--- src/rtl/xint_pkg.sv ---
// Shared constants and types for the grouped external interrupt controller.
// Assumes sixteen lines, a 32-bit register bus and three fixed line groups.
package xint_pkg;
    localparam int NUM_LINES    = 16;
    localparam int IDX_W        = 5;
    localparam int CODE_W       = 3;
    localparam int CODE_LSB     = 8;
    localparam int FIELD_STRIDE = 4;
    localparam int NUM_FIELDS   = NUM_LINES / 2;
    localparam int CFG_W        = NUM_FIELDS * FIELD_STRIDE;
    localparam int DATA_W       = 32;
    localparam int ADDR_W       = 2;
    localparam int NUM_GROUPS   = 3;
    localparam int GRP_LO [NUM_GROUPS] = '{0, 4, 12};
    localparam int GRP_HI [NUM_GROUPS] = '{3, 11, 15};

    typedef enum logic [ADDR_W-1:0] {
        REG_CFG      = 2'd0,
        REG_PEND     = 2'd1,
        REG_MASK     = 2'd2,
        REG_TRIG_SET = 2'd3
    } reg_addr_e;

    typedef enum logic [CODE_W-1:0] {
        TRIG_LOW  = 3'b000,
        TRIG_HIGH = 3'b001,
        TRIG_FALL = 3'b010,
        TRIG_RISE = 3'b100,
        TRIG_BOTH = 3'b110
    } trig_e;

    // Builds a line-select vector covering lines lo..hi inclusive.
    function automatic logic [NUM_LINES-1:0] span_mask(input int lo, input int hi);
        logic [NUM_LINES-1:0] m;
        m = '0;
        for (int i = 0; i < NUM_LINES; i++) begin
            if (i >= lo && i <= hi) m[i] = 1'b1;
        end
        return m;
    endfunction
endpackage

--- src/rtl/xint_sync.sv ---
// Two-stage synchroniser for a vector of asynchronous lines.
// Assumes each bit is independent; no cross-bit coherence is provided.
module xint_sync #(
    parameter int WIDTH = 16
) (
    input  logic             clk,
    input  logic             rst_n,
    input  logic [WIDTH-1:0] async_in,
    output logic [WIDTH-1:0] sync_out
);
    logic [WIDTH-1:0] meta_q;
    logic [WIDTH-1:0] stable_q;

    // Shift each line through two flops into the clock domain.
    always_ff @(posedge clk) begin
        if (!rst_n) begin
            meta_q   <= '0;
            stable_q <= '0;
        end else begin
            meta_q   <= async_in;
            stable_q <= meta_q;
        end
    end

    assign sync_out = stable_q;
endmodule

--- src/rtl/xint_detect.sv ---
// Per-line event detector: applies the trigger code to one synchronised line.
// Assumes lvl is already synchronous; edges compare against last cycle's value.
module xint_detect
    import xint_pkg::*;
#(
    parameter int CW = CODE_W
) (
    input  logic          clk,
    input  logic          rst_n,
    input  logic          lvl,
    input  logic [CW-1:0] code,
    output logic          evt
);
    logic prev_q;
    logic rise;
    logic fall;

    // Remember the previous synchronised value for edge comparison.
    always_ff @(posedge clk) begin
        if (!rst_n) prev_q <= 1'b0;
        else        prev_q <= lvl;
    end

    assign rise = lvl & ~prev_q;
    assign fall = ~lvl & prev_q;

    // Select the event condition named by the trigger code.
    always_comb begin
        case (code)
            TRIG_LOW:  evt = ~lvl;
            TRIG_HIGH: evt = lvl;
            TRIG_FALL: evt = fall;
            TRIG_RISE: evt = rise;
            TRIG_BOTH: evt = rise | fall;
            default:   evt = 1'b0;
        endcase
    end

    // undefined codes never produce an event.
    assert_reserved_silent_R5: assert property (@(posedge clk) disable iff (!rst_n)
        (code == 3'b011 || code == 3'b101 || code == 3'b111) |-> !evt);
endmodule

--- src/rtl/xint_regs.sv ---
// Register file: packed trigger configuration, pending bits and mask bits.
// Assumes a single-cycle write strobe and combinational read data.
module xint_regs
    import xint_pkg::*;
#(
    parameter int N  = NUM_LINES,
    parameter int DW = DATA_W,
    parameter int AW = ADDR_W,
    parameter int CW = CFG_W
) (
    input  logic          clk,
    input  logic          rst_n,
    input  logic          bus_wr,
    input  logic [AW-1:0] bus_addr,
    input  logic [DW-1:0] bus_wdata,
    output logic [DW-1:0] bus_rdata,
    input  logic [N-1:0]  evt,
    output logic [CW-1:0] cfg_q,
    output logic [N-1:0]  pend_q,
    output logic [N-1:0]  mask_q
);
    localparam int NF = CW / FIELD_STRIDE;

    logic [IDX_W-1:0]  set_idx;
    logic [CODE_W-1:0] set_code;
    logic              set_hit;
    logic [CW-1:0]     cfg_next;
    logic [N-1:0]      ack;
    logic              unused_hi;

    assign set_idx   = bus_wdata[IDX_W-1:0];
    assign set_code  = bus_wdata[CODE_LSB +: CODE_W];
    assign set_hit   = bus_wr && (bus_addr == REG_TRIG_SET) && (int'(set_idx) < N);
    assign ack       = (bus_wr && bus_addr == REG_PEND) ? bus_wdata[N-1:0] : '0;
    assign unused_hi = ^bus_wdata[DW-1:N];

    // Replace only the field owned by the addressed line pair.
    always_comb begin
        cfg_next = cfg_q;
        for (int f = 0; f < NF; f++) begin
            if (set_hit && int'(set_idx[IDX_W-1:1]) == f)
                cfg_next[f*FIELD_STRIDE +: CODE_W] = set_code;
        end
    end

    // Update configuration, pending and mask state.
    always_ff @(posedge clk) begin
        if (!rst_n) begin
            cfg_q  <= '0;
            pend_q <= '0;
            mask_q <= '1;
        end else begin
            cfg_q  <= cfg_next;
            pend_q <= (pend_q & ~ack) | evt;
            if (bus_wr && bus_addr == REG_MASK) mask_q <= bus_wdata[N-1:0];
        end
    end

    // Return the addressed register, zero-extended to the bus width.
    always_comb begin
        case (bus_addr)
            REG_CFG:  bus_rdata = DW'(cfg_q);
            REG_PEND: bus_rdata = DW'(pend_q);
            REG_MASK: bus_rdata = DW'(mask_q);
            default:  bus_rdata = '0;
        endcase
    end

    // out-of-range trigger-set commands leave the configuration intact.
    assert_cfg_reject_R2: assert property (@(posedge clk) disable iff (!rst_n)
        (bus_wr && bus_addr == REG_TRIG_SET && int'(bus_wdata[IDX_W-1:0]) >= N) |=> $stable(cfg_q));

    // a pending bit only rises when its line produced an event.
    assert_no_spurious_pend_R6: assert property (@(posedge clk) disable iff (!rst_n)
        $past(rst_n) |-> ((pend_q & ~$past(pend_q) & ~$past(evt)) == '0));

    // an event in the same cycle as a clear keeps the bit pending.
    assert_event_wins_R7: assert property (@(posedge clk) disable iff (!rst_n)
        $past(rst_n) |-> ((~pend_q & $past(evt)) == '0));
endmodule

--- src/rtl/xint_group_ctrl.sv ---
// Top level: synchronises sixteen lines, detects events per trigger code,
// holds pending/mask state and drives three registered grouped requests.
// Assumes irq_in is asynchronous and the bus is in the clk domain.
module xint_group_ctrl
    import xint_pkg::*;
#(
    parameter int N  = NUM_LINES,
    parameter int DW = DATA_W,
    parameter int AW = ADDR_W,
    parameter int NG = NUM_GROUPS
) (
    input  logic          clk,
    input  logic          rst_n,
    input  logic [N-1:0]  irq_in,
    input  logic          bus_wr,
    input  logic [AW-1:0] bus_addr,
    input  logic [DW-1:0] bus_wdata,
    output logic [DW-1:0] bus_rdata,
    output logic [NG-1:0] grp_irq
);
    localparam int CW = (N / 2) * FIELD_STRIDE;

    logic [N-1:0]  sync_lvl;
    logic [N-1:0]  evt;
    logic [CW-1:0] cfg_q;
    logic [N-1:0]  pend_q;
    logic [N-1:0]  mask_q;
    logic [N-1:0]  live;
    logic [NG-1:0] grp_q;
    logic          unused_cfg;

    xint_sync #(.WIDTH(N)) u_sync (
        .clk      (clk),
        .rst_n    (rst_n),
        .async_in (irq_in),
        .sync_out (sync_lvl)
    );

    for (genvar n = 0; n < N; n++) begin : g_line
        xint_detect #(.CW(CODE_W)) u_det (
            .clk   (clk),
            .rst_n (rst_n),
            .lvl   (sync_lvl[n]),
            .code  (cfg_q[(n/2)*FIELD_STRIDE +: CODE_W]),
            .evt   (evt[n])
        );
    end

    xint_regs #(.N(N), .DW(DW), .AW(AW), .CW(CW)) u_regs (
        .clk       (clk),
        .rst_n     (rst_n),
        .bus_wr    (bus_wr),
        .bus_addr  (bus_addr),
        .bus_wdata (bus_wdata),
        .bus_rdata (bus_rdata),
        .evt       (evt),
        .cfg_q     (cfg_q),
        .pend_q    (pend_q),
        .mask_q    (mask_q)
    );

    assign live       = pend_q & ~mask_q;
    assign unused_cfg = ^cfg_q;

    for (genvar g = 0; g < NG; g++) begin : g_grp
        localparam logic [N-1:0] SEL = span_mask(GRP_LO[g], GRP_HI[g]);

        // Register the OR of this group's live pending lines.
        always_ff @(posedge clk) begin
            if (!rst_n) grp_q[g] <= 1'b0;
            else        grp_q[g] <= |(live & SEL);
        end

        // a pending unmasked line of the group raises its output next cycle.
        assert_group_raise_R9: assert property (@(posedge clk) disable iff (!rst_n)
            (|(pend_q & ~mask_q & SEL)) |=> grp_irq[g]);
    end

    assign grp_irq = grp_q;

    // with every line masked, no group output rises.
    assert_masked_quiet_R8: assert property (@(posedge clk) disable iff (!rst_n)
        (&mask_q) |=> (grp_irq == '0));
endmodule

--- config.mk ---
export PLATFORM = sky130hd
export DESIGN_NAME = xint_group_ctrl
export DESIGN_NICKNAME = d
export VERILOG_FILES = /design/src/rtl/xint_pkg.sv /design/src/rtl/xint_sync.sv /design/src/rtl/xint_detect.sv /design/src/rtl/xint_regs.sv /design/src/rtl/xint_group_ctrl.sv
export SDC_FILE = /design/constraint.sdc
export NUM_CORES = 1
export LEC_CHECK = 0
export ABC_AREA = 1
export BUFFER_PORTS_ARGS = -buffer_cell sky130_fd_sc_hd__buf_4
export CORE_ASPECT_RATIO = 1.1
export CORE_MARGIN = 5
export CORE_UTILIZATION = 57
export DETAILED_ROUTE_END_ITERATION = 12
export PLACE_DENSITY_LB_ADDON = 0.05
export SETUP_SLACK_MARGIN = 0.05
export SYNTH_ARGS = -nofsm -noshare
export SYNTH_HDL_FRONTEND = slang
export SYNTH_HIERARCHICAL = 1
export SYNTH_SLANG_ARGS = --single-unit
--- constraint.sdc ---
create_clock -name clk -period 1.5 [get_ports clk]
set_clock_uncertainty 0.05 [all_clocks]
set_input_delay 0.15 -clock clk [delete_from_list [all_inputs] [get_ports clk]]
set_output_delay 0.15 -clock clk [all_outputs]
set_load 0.02 [all_outputs]
==> summary.md <==
| Metric | Value |
|---|---|
| Setup TNS Final | `0 ns` |
| Gpl congestion | `0.845` |
| Worst-path clk slew | `0.10 ns` |
| Worst Setup End Kind | `output pin` |
| Worst Tran Pin Value | `0.616 ns` |
| Postcts setup bufs | `0` |
| Final hold vios | `0` |
| Io pins | `88` |
| CP required | `1.30 ns` |
| Total gr overflow | `0` |
| FP Rows | `38` |
| Fmax | `724 MHz` |
| Final Setup Violations | `0` |
| Area of the core | `9890 um^2` |
| # Max-Cap Violations | `0` |
| Flop pwr share | `0.538` |
| VDD IR-drop max | `481 uV` |
| Status | `completed` |
| WL/cell | `12.0 um` |
| Number of global-route vias before repair | `5272` |
| Max-slew violations | `0` |
| Die width | `106 um` |
| Initial DRC count | `285` |
| Crit path from | `u_regs/cfg_q[26]` |
| Clk Latency, worst-skew pair | `0.38 ns` |
| Mapped Avg Cell Area | `6.48 um^2` |
| Met2 wire len | `6580 um` |
| Net Sw Frac | `0.268` |
| Hold depth | `4` |
| Cell area after synthesis | `5800 um^2` |
| LEAKAGE | `0.00371 uW` |
| Non-Filler Instances | `1124` |
| WL met1 | `6010 um` |
| CP max FO | `6` |
| Sink Count | `107` |
| WL final | `13500 um` |
| R2R Path End | `u_regs/pend_q[13]` |
| Yosys synthesis warning count | `6` |
| Post-synthesis cell count | `895` |
| Clock root cell | `clkbuf_8` |
| Max-slew headroom at the worst pin | `0.589` |
| Number of H-tree levels | `3` |
| Clock power share | `0.316` |
| Post-route minimum period | `1.38 ns` |
| # DRC | `0` |
| DR top layer | `met4` |
| Comb power frac | `0.146` |
| RSZ-0062 raised after global routing | `yes` |
| Vias/cell | `4.88` |
| Area delta synth->final | `20.0%` |
| Worst Path Arrival | `1.18 ns` |
| Die height | `116 um` |
| Via count | `5480` |
| Largest net degree at the start of global routing | `33` |
| Detail Route Antenna Nets | `0` |
| Tcrit/Tclk final | `0.921` |
| Final net count | `1084` |
| NetSw | `1510 uW` |
| Setup CP Type | `register to output pin` |
| Min-Delay Path Class | `input pin to register` |
| Worst Setup EP | `bus_rdata[26]` |
| Die area | `12300 um^2` |
| CTS tree | `done` |
| P_int | `4120 uW` |
| Cts bufs inserted | `9` |
| Share of layout cells above drive strength 1 | `0.157` |
| Total GRT Usage | `0.231` |
| First-pass iteration count of the detailed router | `5` |
| Max Root-Sink Buffers | `2` |
| First-pass GRT wire length | `23300 um` |
| Met3 wire len | `696 um` |
| PortBufs | `67` |
| Starting Density | `0.586` |
| FF-to-FF path depth | `9` |
| CP startpoint kind | `register` |
| Antenna diodes | `0` |
| Power Density | `809 nW/um^2` |
| Detailed placement HPWL | `9780 um` |
| Worst R2R Start | `u_sync/sync_out[13]` |
| Initial antenna violation count | `0` |
| Reg-to-reg setup timing slack | `0.14 ns` |
| Placed cells | `1083` |
[layout by cell type (no fill, tap or decap), types with 2 or more instances in the layout]
cell type and instances:
a21oi_1 34, a22o_1 4, buf_12 2, buf_4 90, clkbuf_8 10, clkinv_1 4, clkinv_2 3, conb_1 4
dfxtp_1 88, dfxtp_2 19, dlygate4sd3_1 25, ha_1 32, inv_1 197, inv_2 17, nand2_1 284, nand2_2 2
nand3_1 93, nand4_1 17, nor2_1 61, nor2_4 2, o211ai_2 7, o21ai_1 2, o22ai_2 2
[state kept, by name, indices dropped and copies added, names as in the netlist]
register / cells
u_regs/pend_q: 16
grp_irq: 3
u_sync/meta_q: 16
u_sync/sync_out: 16
u_regs/mask_q: 16
g_line.u_det/prev_q: 16
u_regs/cfg_q: 24
[critical path, stage by stage (launching register included)]
cell and delay (ns):
dfxtp_1 0.47, inv_1 0.07, nor2_1 0.10, buf_4 0.15
[layout make-up]
type	instances	area, um^2
Clock inverter	5	52.6
Tap cell	120	150
Sequential cell	107	2170
Inverter	218	818
Multi-Input combinational cell	546	2660
Timing Repair Buffer	117	966
Clock buffer	11	141
Fill cell	848	2940
[worst min-delay path by stage]
stage	startpoint	to	slack, ns
after floorplan	rst_n	u_sync/meta_q[13]	0.19
after global placement	irq_in[14]	u_sync/meta_q[14]	0.28
after detailed placement	irq_in[14]	u_sync/meta_q[14]	0.29
after CTS	bus_wdata[8]	u_regs/pend_q[8]	0.02
after global routing	bus_wdata[8]	u_regs/pend_q[8]	0.04
final	bus_wdata[8]	u_regs/pend_q[8]	0.03
[power groups by stage]
stage               registers (uW)  logic (uW)  clock network, uW
global route                  3040         923               1950
detailed placement            3090         764                  0
global placement              3080         738                  0
finish                        3020         821               1780
CTS                           3020         818               1820
floorplan                     3090         469                  0
[routing by layer]
layer  GRT usage  up-vias
met5           0        -
met4      0.0725        0
met3      0.0384       14
met2       0.415      118
met1       0.283     2480
li1            -     2868
[repair_timing]
item / 4_1_cts / 5_1_grt
setup endpoints to repair: 4 / 16
gates resized for setup: 4 / 16
hold buffers: 25 / 0
hold endpoints to repair: 25 / 0
[stage by stage]
| stage | hold slack, ns | utilization | setup slack, ns | power, uW | area [um^2] |
|---|---|---|---|---|---|
| 2_1_floorplan | 0.193 | - | 0.286 | 3550 | 5810 |
| 3_3_place_gp | 0.278 | 0.655 | 0.177 | 3820 | 6480 |
| 3_5_place_dp | 0.286 | 0.655 | 0.121 | 3850 | 6480 |
| 4_1_cts | 0.0176 | 0.701 | 0.0557 | 5660 | 6930 |
| 5_1_grt | 0.0425 | 0.703 | 0.0366 | 5910 | 6950 |
| 6_report | 0.0313 | 0.703 | 0.119 | 5630 | 6950 |
Note: power is estimated with default switching activity, not from simulation.
